`src/rtl/rw_pkg.sv`:
```
package rw_pkg;
  localparam int ENTRY_W    = 64;
  localparam int PAGE_BITS  = 12;
  localparam int RA_MSB     = 55;
  localparam int DIR_LSB    = 8;
  localparam int BIT_VALID  = 63;
  localparam int BIT_LEAF   = 62;
  localparam int BIT_EXEC   = 0;
  localparam int BIT_WRITE  = 1;
  localparam int BIT_READ   = 2;
  localparam int BIT_PRIV   = 3;
  localparam int BIT_NOCACHE = 5;

  typedef enum logic [1:0] {
    ACC_LOAD  = 2'd0,
    ACC_STORE = 2'd1,
    ACC_FETCH = 2'd2,
    ACC_OTHER = 2'd3
  } acc_e;

  typedef enum logic [1:0] {
    FLT_NONE  = 2'd0,
    FLT_RANGE = 2'd1,
    FLT_MISS  = 2'd2,
    FLT_PERM  = 2'd3
  } flt_e;
endpackage

```
`src/rtl/rw_byte_rev.sv`:
```
module rw_byte_rev #(
  parameter int NBYTES = 8
) (
  input  logic [8*NBYTES-1:0] din,
  output logic [8*NBYTES-1:0] dout
);
  for (genvar b = 0; b < NBYTES; b++) begin : g_byte
    assign dout[8*b +: 8] = din[8*(NBYTES-1-b) +: 8];
  end
endmodule

```
`src/rtl/rw_entry_eval.sv`:
```
module rw_entry_eval
  import rw_pkg::*;
#(
  parameter int LEVELS = 3,
  parameter int STEP_W = 3
) (
  input  logic [ENTRY_W-1:0] entry,
  input  logic [STEP_W-1:0]  step,
  output logic               bad,
  output logic               is_last,
  output logic [ENTRY_W-1:0] next_base
);
  localparam int STEPS = LEVELS + 2;

  logic [ENTRY_W-1:0] page_base;
  logic [ENTRY_W-1:0] dir_base;
  logic               unused_fields;

  assign page_base = {{(ENTRY_W-1-RA_MSB){1'b0}}, entry[RA_MSB:PAGE_BITS], {PAGE_BITS{1'b0}}};
  assign dir_base  = {{(ENTRY_W-1-RA_MSB){1'b0}}, entry[RA_MSB:DIR_LSB], {DIR_LSB{1'b0}}};
  assign unused_fields = ^{entry[BIT_LEAF-1:RA_MSB+1], entry[DIR_LSB-1:0]};

  always_comb begin
    is_last = (step == STEP_W'(STEPS-1));
    if (step == STEP_W'(0)) begin
      // partition entry: process-table base
      bad       = (entry == '0);
      next_base = page_base;
    end else if (step == STEP_W'(1)) begin
      // process entry: root directory base
      bad       = (entry == '0);
      next_base = dir_base;
    end else if (is_last) begin
      bad       = !entry[BIT_VALID] || !entry[BIT_LEAF];
      next_base = page_base;
    end else begin
      bad       = !entry[BIT_VALID] || entry[BIT_LEAF];
      next_base = dir_base;
    end
  end
endmodule

```
`src/rtl/rw_perm_check.sv`:
```
module rw_perm_check
  import rw_pkg::*;
(
  input  acc_e       kind,
  input  logic       priv,
  input  logic [3:0] flags,
  output logic       allow
);
  logic granted;

  always_comb begin
    unique case (kind)
      ACC_STORE: granted = flags[BIT_WRITE];
      ACC_FETCH: granted = flags[BIT_EXEC];
      default:   granted = flags[BIT_READ];
    endcase
    allow = granted && (priv || !flags[BIT_PRIV]);
  end
endmodule

```
`src/rtl/radix_walker.sv`:
```
module radix_walker
  import rw_pkg::*;
#(
  parameter int PID_W  = 8,
  parameter int LEVELS = 3,
  parameter int IDX_W  = 9
) (
  input  logic             clk,
  input  logic             rst_n,
  input  logic             req_valid,
  output logic             req_ready,
  input  logic [63:0]      req_ea,
  input  logic [1:0]       req_kind,
  input  logic             req_priv,
  input  logic [PID_W-1:0] req_pid,
  input  logic [63:0]      req_tbr,
  output logic             mem_req_valid,
  input  logic             mem_req_ready,
  output logic [63:0]      mem_req_addr,
  input  logic             mem_rsp_valid,
  input  logic [63:0]      mem_rsp_data,
  output logic             done,
  output logic [1:0]       fault,
  output logic [63:0]      ra,
  output logic             nc
);
  localparam int VA_BITS = PAGE_BITS + LEVELS * IDX_W;
  localparam int STEPS   = LEVELS + 2;
  localparam int STEP_W  = $clog2(STEPS);

  typedef enum logic [1:0] {ST_IDLE, ST_REQ, ST_WAIT} st_e;

  st_e                st_q;
  logic [STEP_W-1:0]  step_q;
  logic [VA_BITS-1:0] ea_q;
  acc_e               kind_q;
  logic               priv_q;
  logic [PID_W-1:0]   pid_q;
  logic [63:0]        base_q;
  logic               done_q;
  flt_e               fault_q;
  logic [63:0]        ra_q;
  logic               nc_q;

  logic [IDX_W-1:0]   lvl_idx [LEVELS];
  logic [IDX_W-1:0]   sel_idx;
  logic [63:0]        entry;
  logic               ent_bad;
  logic               ent_last;
  logic [63:0]        ent_next;
  logic               perm_ok;
  logic               range_bad;
  logic               accept;
  logic               unused_tbr;

  assign req_ready     = (st_q == ST_IDLE);
  assign mem_req_valid = (st_q == ST_REQ);
  assign accept        = req_valid && req_ready;
  assign range_bad     = |req_ea[63:VA_BITS];
  assign unused_tbr    = ^{req_tbr[63:RA_MSB+1], req_tbr[PAGE_BITS-1:0]};

  // index fields, top level first
  for (genvar g = 0; g < LEVELS; g++) begin : g_idx
    assign lvl_idx[g] = ea_q[PAGE_BITS + IDX_W*(LEVELS-g) - 1 -: IDX_W];
  end

  always_comb begin
    sel_idx = '0;
    for (int k = 0; k < LEVELS; k++) begin
      if (step_q == STEP_W'(k + 2)) sel_idx = lvl_idx[k];
    end
  end

  always_comb begin
    if (step_q == STEP_W'(0))      mem_req_addr = base_q + 64'd8;
    else if (step_q == STEP_W'(1)) mem_req_addr = base_q + (64'(pid_q) << 4);
    else                           mem_req_addr = base_q + (64'(sel_idx) << 3);
  end

  rw_byte_rev #(.NBYTES(8)) u_rev (
    .din  (mem_rsp_data),
    .dout (entry)
  );

  rw_entry_eval #(.LEVELS(LEVELS), .STEP_W(STEP_W)) u_eval (
    .entry     (entry),
    .step      (step_q),
    .bad       (ent_bad),
    .is_last   (ent_last),
    .next_base (ent_next)
  );

  rw_perm_check u_perm (
    .kind  (kind_q),
    .priv  (priv_q),
    .flags (entry[3:0]),
    .allow (perm_ok)
  );

  always_ff @(posedge clk) begin
    if (!rst_n) begin
      st_q    <= ST_IDLE;
      step_q  <= '0;
      ea_q    <= '0;
      kind_q  <= ACC_LOAD;
      priv_q  <= 1'b0;
      pid_q   <= '0;
      base_q  <= '0;
      done_q  <= 1'b0;
      fault_q <= FLT_NONE;
      ra_q    <= '0;
      nc_q    <= 1'b0;
    end else begin
      done_q <= 1'b0;
      unique case (st_q)
        ST_IDLE: begin
          if (accept) begin
            ea_q   <= req_ea[VA_BITS-1:0];
            kind_q <= acc_e'(req_kind);
            priv_q <= req_priv;
            pid_q  <= req_pid;
            step_q <= '0;
            base_q <= {{(63-RA_MSB){1'b0}}, req_tbr[RA_MSB:PAGE_BITS], {PAGE_BITS{1'b0}}};
            if (range_bad) begin
              done_q  <= 1'b1;
              fault_q <= FLT_RANGE;
              ra_q    <= '0;
              nc_q    <= 1'b0;
            end else begin
              st_q <= ST_REQ;
            end
          end
        end
        ST_REQ: begin
          if (mem_req_ready) st_q <= ST_WAIT;
        end
        ST_WAIT: begin
          if (mem_rsp_valid) begin
            if (ent_bad || ent_last) begin
              st_q   <= ST_IDLE;
              done_q <= 1'b1;
              if (ent_bad) begin
                fault_q <= FLT_MISS;
                ra_q    <= '0;
                nc_q    <= 1'b0;
              end else if (!perm_ok) begin
                fault_q <= FLT_PERM;
                ra_q    <= '0;
                nc_q    <= 1'b0;
              end else begin
                fault_q <= FLT_NONE;
                ra_q    <= {ent_next[63:PAGE_BITS], ea_q[PAGE_BITS-1:0]};
                nc_q    <= entry[BIT_NOCACHE];
              end
            end else begin
              base_q <= ent_next;
              step_q <= step_q + STEP_W'(1);
              st_q   <= ST_REQ;
            end
          end
        end
        default: st_q <= ST_IDLE;
      endcase
    end
  end

  assign done  = done_q;
  assign fault = fault_q;
  assign ra    = ra_q;
  assign nc    = nc_q;
endmodule

```
`config.mk`:
```
export PLATFORM = sky130hd
export DESIGN_NAME = radix_walker
export DESIGN_NICKNAME = d
export VERILOG_FILES = /design/src/rtl/rw_pkg.sv /design/src/rtl/rw_byte_rev.sv /design/src/rtl/rw_entry_eval.sv /design/src/rtl/rw_perm_check.sv /design/src/rtl/radix_walker.sv
export SDC_FILE = /design/constraint.sdc
export NUM_CORES = 1
export LEC_CHECK = 0
export ABC_AREA = 1
export ABC_CLOCK_PERIOD_IN_PS = 7100
export BUFFER_PORTS_ARGS = -buffer_cell sky130_fd_sc_hd__buf_2
export CAP_MARGIN = 40
export CELL_PAD_IN_SITES_DETAIL_PLACEMENT = 0
export CELL_PAD_IN_SITES_GLOBAL_PLACEMENT = 1
export CORE_MARGIN = 2
export CORE_UTILIZATION = 37
export CTS_CLUSTER_DIAMETER = 200
export DETAILED_ROUTE_END_ITERATION = 12
export GPL_TIMING_DRIVEN = 0
export PLACE_DENSITY = 0.86
export SKIP_LAST_GASP = 1
export SLEW_MARGIN = 40
export SYNTH_ARGS = -nofsm -noshare
export SYNTH_HDL_FRONTEND = slang
export SYNTH_SLANG_ARGS = --single-unit
```
`constraint.sdc`:
```
create_clock -name clk -period 7.1 [get_ports clk]
set_input_delay 1.065 -clock clk [delete_from_list [all_inputs] [get_ports clk]]
set_output_delay 1.065 -clock clk [all_outputs]
set_load 0.02 [all_outputs]
```
==> results.cfg, run 1 <==
[status]
status = complete, no violations

[finish]
fillers = 2825
design_area_sq_mm = 0.0124
finalNonFillerCells = 2325
syn_to_final_growth_pct = 26.3
seqCellArea_sq_mm = 0.00326
drive_gt1_share_pct = 20.4
multiInputGateArea_sq_mm = 0.00561
fin_nets = 2195

[worst_setup_path]
r2r_end = base_q[12]$_SDFFE_PN0P_
reg2reg_setup_slack_ns = 4.65
startpoint = step_q[0]$_SDFFE_PN0P_
crit_chain = ha_1, ha_1, inv_1, clkbuf_1, nand3_1, nand3_1, o21ai_0, a21oi_1, ha_1, inv_1, fa_1, o21ai_2, nand4_1, nor3_1, nand3_1, nor2_1, xor2_1, buf_2
endpoint = mem_req_addr[38]
worstReg2RegStart = step_q[0]$_SDFFE_PN0P_
cp.depth = 18
path_class = reg2out
r2r_cells = 12
required_ns = 6.03
critPathCaptureType = primary output
critPathTopFamily = simple AND/OR/NAND/NOR gates
worst_ep_arrival_time_ns = 4.48
cp_slowest_cell = nor3_1
path_buf_inv = 4
path_max_fanout = 10
worstSetupStartpointType = register
critPathMaxStageDelay_ns = 0.44

[sta]
finalCriticalPeriod_ns = 5.54
slew_headroom_pct = 52.2
grt_setup_unrepaired = no
setup_violations = 0
worstMarginPinSlew_ns = 0.718
skew_ns = 0.0109
maxSlewViolCount = 0
fmax_ghz = 0.180
fin_crit_sh_pct = 78.1
fin_ws_ns = 1.56
hold_viol_final = 0
tns_ns = 0

[synth]
ys_warn_count = 0
yosys.area.top_type = dfxtp_1
ys_ff_latch = 163
syn_inst = 1637
yosysUniqueCellTypes = 38
ys_seq_area_share_pct = 33.2
synth.top_cell.area_share_pct = 33.2
avgSynthCellArea_sq_um = 6.01
yosys-top-cells-area = dfxtp_1 33%, nand2_1 17%, nor2_1 16%, inv_1 5.2%, nand3b_1 3.6%
netlist_area_sq_mm = 0.00984

[clock_network]
holdBufCountCts = 0
cts_tree = yes
htreeDepth = 4
ctsLongestPathBuffers = 2
clock_sinks = 163
clk_pin_slew_ns = 0.07
cts-root-buf = clkbuf_16
cts_resized = 0
numCtsBuffers = 17
insertion_delay_ns = 0.44
cts_setup_buffers = 0

[pwr]
p_seq_share_pct = 42.4
power_switching_uw = 813
pwr-share-comb_pct = 19.8
switching_share_pct = 33.3
p_clk_share_pct = 37.7
power_density_mw_per_mm2 = 196
peakVddDrop_mv = 0.137
internal-power_uw = 1630
leakage_uw = 0.00625

[run]
cap_violations = 0

[global_routing]
antenna_found_initial = 2
grt_max_degree = 19
use_met1_pct = 34.6
grt-busiest-layer = met2
overflow = 0
grt_pass1_wl_microns = 54100
grt_pass1_vias = 10200
grt_usage_pct = 24.4
use_met3_pct = 4.07
grtUsageMet2_pct = 38.6

[detailed_routing]
drtIter0Drc = 674
drt-wirelength-per-cell_microns = 15.2
drtPass1Iterations = 5
drc = 0
ant_nets = 0
vias = 11000
viasPerCell = 4.72
routed_wirelength_microns = 35400

[hold_path]
hold_path.class = reg2reg

[place]
place_congestion = 0.929
pre_cts_ws_ns = 2.06
dp_cells = 2291
post_dp_cell_area_sq_mm = 0.0118
dp_hpwl_microns = 28700
port_buffers = 302

[floorplan]
die_w_microns = 167
start_util_pct = 37.8
die-area_sq_mm = 0.0279
row_count = 59
io_pins = 342
coreArea_sq_mm = 0.0261
die_h_microns = 167
kinds of logic (layout without fill, tap and decap cells):
kind of cell,Yosys count,in the layout,share of synthesized area (%)
xor gates and xnor gates,38,38,3.38
AOI/OAI and AO/OA,144,144,7.82
buffers and inverters,244,578,10.5
other,1,20,0.0381
adders and majority gates,12,12,1.60
and+or+nand+nor,1035,1035,43.5
DFF,163,163,33.2
area by class of cell:
cell class	instances	area share, %
timing repair buffer	302	12.2
clock buffer	17	3.42
sequential	163	26.3
tap	335	3.37
inverter	143	4.32
multi-input combinational	1247	45.1
antenna	2	0.0403
buffer	101	4.03
clock inverter	15	1.30
how the worst min path moves through the flow:
stage	startpoint	end	slack [ns]	depth (start not counted)
after floorplan	ea_q[10]$_SDFFE_PN0P_	ea_q[10]$_SDFFE_PN0P_	0.43	2
after global placement	kind_q[1]$_SDFFE_PN0P_	kind_q[1]$_SDFFE_PN0P_	0.47	2
after detailed placement	ea_q[10]$_SDFFE_PN0P_	ea_q[10]$_SDFFE_PN0P_	0.47	2
after CTS	ea_q[10]$_SDFFE_PN0P_	ea_q[10]$_SDFFE_PN0P_	0.48	2
after global routing	ea_q[10]$_SDFFE_PN0P_	ea_q[10]$_SDFFE_PN0P_	0.50	2
final	ea_q[10]$_SDFFE_PN0P_	ea_q[10]$_SDFFE_PN0P_	0.48	2
worst register-to-register path: cells and delay by family (launching register included):
family	cells	cell delay [ns]
AND/OR/NAND/NOR	7	0.92
buffers and inverters	3	0.54
AO/OA/AOI/OAI	1	0.26
flip-flops	1	0.38
adder cells (fa/ha/maj)	1	0.25
stage by stage:
stage / utilization [%] / total power (uW) / hold slack (ns)
final: 47.7 / 2440 / 0.478
after global routing: 47.7 / 2550 / 0.503
after CTS: 47.7 / 2450 / 0.480
after floorplan: - / 1340 / 0.430
after global placement: 45.4 / 1530 / 0.465
after detailed placement: 45.4 / 1530 / 0.469
cells in the final DEF (no fill, tap or decap), types with 2 or more instances in the layout:
cell / netlist / final
a21oi_1: 56 / 56
a31oi_1: 5 / 5
buf_1: 8 / 8
buf_2: 22 / 324
buf_4: 25 / 25
clkbuf_1: 46 / 46
clkbuf_16: 0 / 17
clkinv_1: 2 / 2
clkinv_4: 0 / 2
clkinv_8: 0 / 3
conb_1: 1 / 18
dfxtp_1: 163 / 163
diode_2: 0 / 2
ha_1: 11 / 11
inv_1: 136 / 136
inv_2: 5 / 5
inv_6: 0 / 3
inv_8: 0 / 5
nand2_1: 453 / 453
nand2_2: 6 / 6
nand3_1: 28 / 28
nand3_2: 2 / 2
nand3b_1: 47 / 47
nand4_1: 25 / 25
nor2_1: 429 / 429
nor2_2: 6 / 6
nor3_1: 28 / 28
nor3b_1: 2 / 2
nor4_1: 5 / 5
o211ai_1: 5 / 5
o21ai_0: 70 / 70
o21ai_2: 3 / 3
xnor2_1: 11 / 11
xor2_1: 27 / 27
layer usage:
metal / wire length (microns) / share of wire [%]
met4: 708 / 2.0
met5: 0 / 0
met1: 17100 / 48
met2: 15700 / 44
met3: 1880 / 5.3
synth_stat cells, drive strengths merged:
master,n
nand2,459
nor2,436
dfxtp,163
inv,141
o21ai,74
a21oi,57
buf,55
nand3b,47
clkbuf,46
nand3,30
nor3,28
xor2,27
nand4,25
ha,11
xnor2,11
nor4,6
a31oi,5
o211ai,5
clkinv,2
nor3b,2
a221oi,1
and2,1
conb,1
fa,1
o22ai,1
o31ai,1
or2,1
flip-flops by register name, summed over array words and instances, names as in the netlist:
register	count
ea_q	39
pid_q	8
st_q	2
kind_q	2
done	1
ra	56
step_q	3
fault	2
base_q	48
priv_q	1
nc	1
power by group through the flow:
stage / clock [uW] / sequential [uW] / combinational (uW)
3_5_place_dp: 0 / 1050 / 482
4_1_cts: 934 / 1030 / 484
2_1_floorplan: 0 / 1060 / 283
3_3_place_gp: 0 / 1050 / 477
5_1_grt: 974 / 1040 / 539
6_report: 920 / 1030 / 484
No activity file was read; power rests on OpenSTA's default activity.
==> inputs of run 2 (changes only) <==
--- a/config.mk
+++ b/config.mk
@@ -6,17 +6,17 @@
 export NUM_CORES = 1
 export LEC_CHECK = 0
 export ABC_AREA = 1
-export ABC_CLOCK_PERIOD_IN_PS = 7100
+export ABC_CLOCK_PERIOD_IN_PS = 5000
 export BUFFER_PORTS_ARGS = -buffer_cell sky130_fd_sc_hd__buf_2
 export CAP_MARGIN = 40
 export CELL_PAD_IN_SITES_DETAIL_PLACEMENT = 0
 export CELL_PAD_IN_SITES_GLOBAL_PLACEMENT = 1
 export CORE_MARGIN = 2
-export CORE_UTILIZATION = 37
+export CORE_UTILIZATION = 31
 export CTS_CLUSTER_DIAMETER = 200
 export DETAILED_ROUTE_END_ITERATION = 12
 export GPL_TIMING_DRIVEN = 0
-export PLACE_DENSITY = 0.86
+export PLACE_DENSITY = 0.76
 export SKIP_LAST_GASP = 1
 export SLEW_MARGIN = 40
 export SYNTH_ARGS = -nofsm -noshare
==> constraint.sdc (replaced) <==
create_clock -name clk -period 5 [get_ports clk]
set_input_delay 0.75 -clock clk [delete_from_list [all_inputs] [get_ports clk]]
set_output_delay 0.75 -clock clk [all_outputs]
set_load 0.02 [all_outputs]
==> results.cfg, run 2 (synthesis gave the netlist of run 1 again) <==
[detailed_routing]
ant_nets = 0
routed_wirelength_microns = 37200
drtIter0Drc = 695
drc = 0
viasPerCell = 4.55
drtPass1Iterations = 5
drt-wirelength-per-cell_microns = 15.6
vias = 10900

[run]
cap_violations = 0

[sta]
hold_viol_final = 0
setup_violations = 0
finalCriticalPeriod_ns = 4.64
skew_ns = 0.0153
worstMarginPinSlew_ns = 0.709
fmax_ghz = 0.216
fin_crit_sh_pct = 92.8
maxSlewViolCount = 0
slew_headroom_pct = 52.8

[floorplan]
die_w_microns = 182
coreArea_sq_mm = 0.0314
io_pins = 342
start_util_pct = 31.4
row_count = 65
die-area_sq_mm = 0.0332
die_h_microns = 182

[global_routing]
grt_usage_pct = 22.1
grt_max_degree = 19
grt_pass1_vias = 10300
overflow = 0
antenna_found_initial = 3
grt_pass1_wl_microns = 56900

[worst_setup_path]
worstSetupStartpointType = register
path_class = reg2out
critPathCaptureType = primary output
crit_chain = inv_1, ha_1, nand2_4, buf_2, o21ai_0, a21oi_1, ha_1, inv_1, fa_1, o21ai_4, buf_4, nand4_1, nor3_2, nand3_1, nor2_1, xor2_1, buf_2
required_ns = 4.25
critPathMaxStageDelay_ns = 0.43
path_max_fanout = 10
cp_slowest_cell = fa_1
worst_ep_arrival_time_ns = 3.89

[hold_path]
hold_path.class = reg2reg

[clock_network]
ctsLongestPathBuffers = 2
cts_tree = yes
insertion_delay_ns = 0.43
clk_pin_slew_ns = 0.07
htreeDepth = 4
numCtsBuffers = 17
cts-root-buf = clkbuf_16
holdBufCountCts = 0
clock_sinks = 163

[finish]
layout_commonest_cell = nand2_1
largest_reg_flops = 56
design_area_sq_mm = 0.0126
drive_gt1_share_pct = 20.8
fin_nets = 2196
syn_to_final_growth_pct = 27.8
mostFrequentLayoutCells = 453 x nand2_1, 428 x nor2_1, 325 x buf_2
fillers = 3563

[pwr]
leakage_uw = 0.00628
finalPower_uw = 3540
power_density_mw_per_mm2 = 281
peakVddDrop_mv = 0.217

[place]
post_dp_cell_area_sq_mm = 0.0119
place_congestion = 0.947
port_buffers = 302
dp_hpwl_microns = 30400

[status]
status = complete, no violations
run 2: layout make-up:
cell class / count / area [sq um] / area share, %
multi-input combinational: 1247 / 5630 / 44.7
clock inverter: 15 / 188 / 1.49
inverter: 143 / 539 / 4.29
buffer: 100 / 499 / 3.97
clock buffer: 17 / 425 / 3.38
sequential: 163 / 3260 / 25.9
timing repair buffer: 304 / 1530 / 12.1
tap: 402 / 503 / 4.00
antenna: 3 / 7.51 / 0.0597
run 2: repair_timing:
action / in CTS / in global routing
hold endpoints to repair: 0 / 0
pin swaps: 0 / 2
gates resized for setup: 2 / 8
endpoints found under the setup margin: 8 / 13
setup buffers: 0 / 2
run 2: critical path, delay by kind of cell, from the launching register on:
kind                       cells  cell delay [ns]
DFF                            1             0.39
buffers and inverters          5             0.74
adders and majority gates      3             0.86
AOI/OAI and AO/OA              3             0.42
and+or+nand+nor                5             0.89
xor gates and xnor gates       1             0.15
run 2: metal layers:
layer	up-vias	global-route usage, %	share of wire (%)
met5	-	0	0
met4	0	5.03	1.5
met3	33	3.29	4.7
met2	283	35.4	45
met1	4831	31.3	49
li1	5736	-	-
run 2: final timing paths:
check	from	end	slack, ns	depth (start not counted)
worst max-delay path	step_q[0]$_SDFFE_PN0P_	mem_req_addr[38]	0.36	17
worst min-delay path	ea_q[10]$_SDFFE_PN0P_	ea_q[10]$_SDFFE_PN0P_	0.48	2
worst max register to register	step_q[0]$_SDFFE_PN0P_	base_q[21]$_SDFFE_PN0P_	2.54	14
worst min register to register	ea_q[10]$_SDFFE_PN0P_	ea_q[10]$_SDFFE_PN0P_	0.48	2
run 2: power by group:
group	switching [uW]	internal (uW)	total, uW
registers	82.4	1390	1470
clock network	654	723	1380
logic	440	251	692
run 2: per-stage QoR:
step                      cells  setup TNS (ns)  hold WS, ns  worst slack, ns  utilization [%]
after floorplan            1654               0        0.430            0.723                -
after global placement     2358               0        0.464            0.222             38.0
after detailed placement   2358               0        0.472            0.226             38.0
after CTS                  2389               0        0.482           0.0383             39.9
after global routing       2394       -0.000185        0.521        -0.000185             40.1
final                      2394               0        0.479            0.362             40.1
